[config.mk]
export PLATFORM = sky130hd
export DESIGN_NAME = word_in_port
export DESIGN_NICKNAME = d
export VERILOG_FILES = /design/src/rtl/word_in_port.sv
export SDC_FILE = /design/constraint.sdc
export NUM_CORES = 1
export LEC_CHECK = 0
export CAP_MARGIN = 20
export CORE_AREA = 2 2 111 103
export DETAILED_ROUTE_END_ITERATION = 12
export DIE_AREA = 0 0 113 105
export PLACE_DENSITY = 0.58
export SLEW_MARGIN = 20
export SYNTH_ARGS = -nofsm -noshare
export SYNTH_HDL_FRONTEND = slang
export SYNTH_SLANG_ARGS = --single-unit
[constraint.sdc]
create_clock -name clk -period 3.8 [get_ports clk]
set_input_delay 0.57 -clock clk [delete_from_list [all_inputs] [get_ports clk]]
set_output_delay 0.57 -clock clk [all_outputs]
set_load 0.1 [all_outputs]
[src/rtl/word_in_port.sv]
module word_in_port #(
  parameter int STROBE_CYC  = 25,
  parameter int LOW_CYC     = 25,
  parameter int TIMEOUT_CYC = 5000,
  parameter bit TIMEOUT_EN  = 1'b1
) (
  input  logic        clk,
  input  logic        rst_n,
  input  logic        req,
  input  logic [7:0]  req_cmd,
  output logic [7:0]  cmd_out,
  output logic        rd_strobe,
  input  logic        hold_in,
  input  logic [31:0] data_in,
  output logic [31:0] data_out,
  output logic [3:0]  parity_out,
  output logic        data_valid,
  output logic        busy,
  output logic        hold_timeout
);
  localparam int MAXC = (STROBE_CYC > LOW_CYC) ? STROBE_CYC : LOW_CYC;
  localparam int CW   = $clog2(MAXC + 1);

  typedef enum logic [1:0] {S_IDLE, S_STROBE, S_WAIT} st_t;
  st_t st;
  logic [CW-1:0] cnt;
  logic [7:0]    cmd_q;
  logic [1:0]    hsync;
  logic          hold_s;
  logic          accept;

  assign hold_s    = hsync[1];
  assign accept    = (st == S_IDLE) && req;
  assign rd_strobe = (st == S_STROBE);
  assign cmd_out   = rd_strobe ? cmd_q : 8'h00;
  assign busy      = (st != S_IDLE);

  always_ff @(posedge clk) begin
    if (!rst_n) begin
      st         <= S_IDLE;
      cnt        <= '0;
      cmd_q      <= '0;
      hsync      <= '0;
      data_out   <= '0;
      parity_out <= '0;
      data_valid <= 1'b0;
    end else begin
      hsync      <= {hsync[0], hold_in};
      data_valid <= 1'b0;
      case (st)
        S_IDLE: if (req) begin
          cmd_q <= req_cmd;
          cnt   <= '0;
          st    <= S_STROBE;
        end
        S_STROBE: if (cnt == CW'(STROBE_CYC - 1)) begin
          cnt <= '0;
          st  <= S_WAIT;
        end else begin
          cnt <= cnt + 1'b1;
        end
        S_WAIT: if (hold_s) begin
          cnt <= '0;
        end else if (cnt == CW'(LOW_CYC - 1)) begin
          data_out <= data_in;
          for (int i = 0; i < 4; i++) parity_out[i] <= ~^data_in[31-8*i -: 8];
          data_valid <= 1'b1;
          cnt <= '0;
          st  <= S_IDLE;
        end else begin
          cnt <= cnt + 1'b1;
        end
        default: st <= S_IDLE;
      endcase
    end
  end

  generate
    if (TIMEOUT_EN) begin : g_tmo
      localparam int TW = $clog2(TIMEOUT_CYC + 1);
      logic [TW-1:0] tcnt;
      logic          waiting_hi;
      logic          flag;
      assign waiting_hi   = (st == S_WAIT) && hold_s;
      assign hold_timeout = flag;
      always_ff @(posedge clk) begin
        if (!rst_n) begin
          tcnt <= '0;
          flag <= 1'b0;
        end else begin
          if (accept) flag <= 1'b0;
          else if (waiting_hi && tcnt == TW'(TIMEOUT_CYC - 1)) flag <= 1'b1;
          if (!waiting_hi) tcnt <= '0;
          else if (tcnt != TW'(TIMEOUT_CYC)) tcnt <= tcnt + 1'b1;
        end
      end
      assert_flag_waits_R8: assert property (@(posedge clk) disable iff (!rst_n)
        $rose(flag) |-> busy);
    end else begin : g_no_tmo
      assign hold_timeout = 1'b0;
    end
  endgenerate

  assert_cmd_quiet_R2: assert property (@(posedge clk) disable iff (!rst_n)
    !rd_strobe |-> cmd_out == 8'h00);
  assert_cmd_steady_R2: assert property (@(posedge clk) disable iff (!rst_n)
    rd_strobe && $past(rd_strobe) |-> $stable(cmd_out));
  assert_strobe_busy_R6: assert property (@(posedge clk) disable iff (!rst_n)
    rd_strobe |-> busy);
  assert_valid_ends_busy_R6: assert property (@(posedge clk) disable iff (!rst_n)
    data_valid |-> !busy && $past(busy));
  assert_valid_single_R7: assert property (@(posedge clk) disable iff (!rst_n)
    data_valid |=> !data_valid);
  assert_data_held_R7: assert property (@(posedge clk) disable iff (!rst_n)
    !data_valid |-> $stable(data_out) && $stable(parity_out));
  assert_parity_odd_R5: assert property (@(posedge clk) disable iff (!rst_n)
    data_valid |-> $countones({data_out[31:24], parity_out[0]}) % 2 == 1 &&
                   $countones({data_out[7:0], parity_out[3]}) % 2 == 1);
  assert_no_valid_under_hold_R4: assert property (@(posedge clk) disable iff (!rst_n)
    busy && !rd_strobe && hold_s |=> !data_valid);
endmodule

# Yosys cells after proc, flatten, opt, wreduce, memory -nomap -nowiden
# Index checks and enable logic that the tools add are counted.
[word_totals]
register_bits = 68
word_cells = 51
[classes]
addsub = 2
n_eq_ne = 9
n_mux = 11
bitwise_logic = 3
n_reduce_logical = 17
[op_table]
columns = ["cell", "n"]
rows = [
  ["XNOR reduction 8 bit", 4],
  ["2-to-1 mux 5 bit", 3],
  ["one-hot mux 5 bit (3 select lines)", 1],
  ["adder 13 x 1 -> 13 bit, second input constant", 1],
  ["equality test 13 bit, second input constant", 1],
  ["inequality test 13 bit, second input constant", 1],
  ["2-to-1 mux 2 bit", 4],
  ["2-to-1 mux 8 bit", 1],
  ["inequality test 2 bit, second input constant", 3],
  ["one-hot mux 2 bit (3 select lines)", 1],
  ["AND reduction 2 bit", 3],
  ["adder 5 x 1 -> 5 bit, second input constant", 1],
  ["equality test 5 bit, second input constant", 1],
  ["AND reduction 4 bit", 1],
  ["logical AND 1 bit", 3],
  ["NOT 1 bit", 3],
  ["AND reduction 3 bit", 1],
  ["nonzero test 3 bit", 1],
  ["OR reduction 3 bit", 1],
  ["equality test 2 x 1 -> 1 bit, second input constant", 1],
  ["equality test 2 bit, second input constant", 1],
  ["zero test 2 bit", 1],
  ["inequality test 2 x 1 -> 1 bit, second input constant", 1],
  ["nonzero test 2 bit", 1],
  ["other kinds (2)", 2],
]

# Longest topological paths before layout
[depth]
word_depth = 4
depth_mapped = 8
mapped_depth_nobuf = 6

# Worst setup path before layout
# No wires, ideal clock.
[synth_path]
kind = "register to output"
startpoint = "register st[1]"
endpoint = "output cmd_out[0]"
arrival_ns = 2.321
t_required_ns = 3.230
path_slack_ns = 0.909
path_stages_with_launch = 5
cell_sequence = "dfxtp_1 -> inv_1 -> ha_1 -> clkbuf_1 -> and2_1"
[synth_via]
elab_chain_len = 2
[synth_rtl]
columns = ["item", "line", "text"]
rows = [
  ["start, declared", "25", "st_t st;"],
  ["start signal, assigned", "40", "st <= S_IDLE;"],
  ["start signal, assigned", "54", "st <= S_STROBE;"],
  ["start signal, assigned", "58", "st <= S_WAIT;"],
  ["equality test 2 x 1 -> 1 bit", "34", "assign rd_strobe = (st == S_STROBE);"],
  ["named net rd_strobe", "12", "output logic rd_strobe,"],
  ["2-to-1 mux 8 bit", "35", "assign cmd_out = rd_strobe ? cmd_q : 8'h00;"],
  ["end, declared", "11", "output logic [7:0] cmd_out,"],
]
# The timed path passes the listed nets, and every way through them passes these cells.

# Worst setup path after layout
[layout_path]
startpoint = "register parity_out[3]"
endpoint = "output parity_out[3]"
[layout_rtl]
columns = ["item", "line", "text"]
rows = [
  ["start, declared", "16", "output logic [3:0] parity_out,"],
  ["start signal, assigned", "45", "parity_out <= '0;"],
]
# No word-level cell between the ends.

==> results.json <==
{
  "grt_max_degree": 47,
  "slew_headroom_pct": 32.7,
  "min_path_type": "reg2reg",
  "post-place-cells": 576,
  "cts_buffers": 9,
  "rsz0062_at_grt": "false",
  "timing.critical_path.buf_inv": 1,
  "clock-sinks": 68,
  "synth_edf_count": 0,
  "die_h_um": 105,
  "p_per_area_nw_per_um2": 492,
  "syn_area_sq_um": 3040,
  "hold_viol": 0,
  "drtPass1Iterations": 8,
  "p_leak_uw": 0.00149,
  "fin_ws_ns": 1.40,
  "hold_buffers": 0,
  "async_flop_share_pct": 0,
  "die-area_sq_um": 11900,
  "num_rows": 36,
  "violations": "DRC",
  "max_freq_mhz": 417,
  "synthCells": 368,
  "io_pins": 92,
  "grt_use_met1_pct": 14.9,
  "h-tree-depth": 3,
  "layout.nets": 508,
  "ant_nets": 0,
  "synth_most_common_cell": "nand2_1",
  "syn_to_final_growth_pct": 43.7,
  "swShare_pct": 29.9,
  "cts_tree": "done",
  "criticalPathCategory": "reg2out",
  "use_met3_pct": 5.28,
  "clk-insertion-delay-late_ns": 0.32,
  "grt_usage_pct": 13.2,
  "rr_worst_depth": 7,
  "finalSetupTns_ns": 0,
  "yosysTopAreaCell": "dfxtp_1",
  "grt_first_pass_wirelength_um": 12600,
  "wire_per_inst_um": 12.7,
  "initial_core_util_pct": 28.6,
  "cts-resized-gates": 0,
  "drt_wl_total_um": 7550,
  "critPathMaxStageDelay_ns": 1.17,
  "clk_path_buf_depth": 2,
  "synth_seq_area_share_pct": 44.8,
  "skew_ns": 0.00776,
  "fin_util_pct": 41.1,
  "crit_path_end_kind": "primary output",
  "p_switching_uw": 642,
  "fill_cells": 1095,
  "setup_viol": 0,
  "startpoint": "parity_out[3]",
  "clkPwrFrac_pct": 42.8,
  "synth.avg_cell_area_sq_um": 8.26,
  "port_buffers": 91,
  "ys_warn_count": 0,
  "syn_nets": 422,
  "vias_per_cell": 4.52,
  "drtIter0Drc": 81,
  "path_depth": 1,
  "coreArea_sq_um": 10600,
  "multiInputGateArea_sq_um": 1560,
  "worstPathArrival_ns": 1.83,
  "power_uw": 2150,
  "cp_top_family": "buffers and inverters",
  "vias": 2678,
  "status": "finished, violations left",
  "n_antenna_cell": 0,
  "grt_pass1_vias": 2709,
  "start_kind": "flip-flop",
  "critPathRequiredTime_ns": 3.23,
  "dp_hpwl_um": 5380,
  "worst_slew_pin_slew_ns": 1.01,
  "peakVddDrop_mv": 0.235,
  "antenna_found_initial": 0,
  "dp_slack_ns": 1.33,
  "critPathSlowestCell": "clkdlybuf4s50_1",
  "seq_area_sq_um": 1360,
  "min_from": "cmd_q[5]",
  "die_w_um": 113,
  "path_cells": "clkdlybuf4s50_1",
  "yosysTopAreaCellShare_pct": 44.8,
  "fin_crit_ns": 2.40,
  "min_period_over_period_pct": 63.2,
  "p_comb_share_pct": 22.2,
  "maxCapViolations": 0,
  "synth_seq_cells": 68,
  "cts-root-buf": "clkbuf_16",
  "gp_congestion": 0.755,
  "grtUsageMet2_pct": 23.0,
  "seqPwrFrac_pct": 35.1,
  "path_clk_slew_ns": 0.05,
  "fin_cells": 592,
  "top_usage_layer": "met2",
  "cp_max_fo": 2,
  "drive_above_1_share_pct": 7.41,
  "whs_path_depth": 2,
  "p_int_uw": 1510,
  "drc": 4,
  "cts_setup_buffers": 0,
  "grt_overflow": 0,
  "rr_startpoint": "st[0]",
  "yosysUniqueCellTypes": 37,
  "yosys-top-cells-area": "dfxtp_1 45%, nand2_1 9.9%, xnor2_1 8.6%, a21oi_1 8.1%, ha_1 4.1%",
  "slew_violations": 0,
  "synth_common_cells": "80 x nand2_1, 68 x dfxtp_1, 49 x a21oi_1, 30 x xnor2_1, 18 x nand3_1",
  "synth_ff_type": "dfxtp_1"
}
[power groups by stage]
stage          clock network (uW)  logic [uW]  registers, uW
2_1_floorplan                   0         346            765
3_3_place_gp                    0         480            768
3_5_place_dp                    0         480            769
4_1_cts                       945         485            754
5_1_grt                       979         517            757
6_report                      920         477            754
[per-layer routing]
layer,up-vias,share of wire [%]
met5,-,0
met4,0,0.99
met3,7,6.7
met2,62,49
met1,1223,43
li1,1386,-
[layout by cell type, fill, tap and decap left out, drive strengths merged, types with 3 or more instances in the layout]
cell type	instances
a21oi	49
and2	11
buf	12
clkbuf	11
clkdlybuf4s50	81
dfxtp	68
ha	10
inv	14
nand2	80
nand2b	5
nand3	18
nor2	13
nor2b	3
nor3	6
nor3b	3
o21ai	11
or3	4
xnor2	30
xor2	6
[flip-flops by register name (all words and copies together), names as in the netlist]
| name | count |
|---|---|
| cmd_q | 8 |
| cnt | 5 |
| data_out | 32 |
| data_valid | 1 |
| g_tmo.tcnt | 13 |
| hold_timeout | 1 |
| hsync | 2 |
| parity_out | 4 |
| st | 2 |
[worst register-to-register path, stage by stage (launching register included)]
cell     delay (ns)
dfxtp_1        0.35
inv_1          0.11
ha_1           0.21
nor2b_1        0.28
nor2b_2        0.19
buf_4          0.33
nand2_1        0.22
o21ai_1        0.17
[metrics by stage]
step | hold slack (ns) | area (sq um)
after floorplan | 0.412 | 3040
after global placement | 0.440 | 4030
after detailed placement | 0.443 | 4030
after CTS | 0.450 | 4370
after global routing | 0.473 | 4370
final | 0.449 | 4370
[worst paths after layout]
| path | slack (ns) | end |
|---|---|---|
| setup reg to reg | 1.89 | parity_out[0] |
| hold / removal | 0.45 | cmd_q[5] |
| hold reg to reg | 0.45 | cmd_q[5] |
| setup / recovery | 1.40 | parity_out[3] |
[area by class of cell]
| type | instances | share of cell area (%) |
|---|---|---|
| multi-input combinational | 269 | 35.6 |
| tap | 133 | 3.81 |
| inverter | 13 | 1.12 |
| sequential | 68 | 31.2 |
| timing repair buffer | 93 | 20.6 |
| clock buffer | 11 | 5.79 |
| clock inverter | 5 | 1.89 |
[logic make-up (layout without fill, tap and decap cells)]
logic type	count (synthesis)	after routing	synth area share [%]
AO/OA/AOI/OAI	68	68	12.1
AND/OR/NAND/NOR	154	154	24.2
XOR/XNOR	36	36	10.4
adder cells (fa/ha/maj)	10	10	4.12
buffers and inverters	31	122	4.12
multiplexers	1	1	0.329
flip-flops	68	68	44.8
Note: power is estimated with default switching activity, not from simulation.
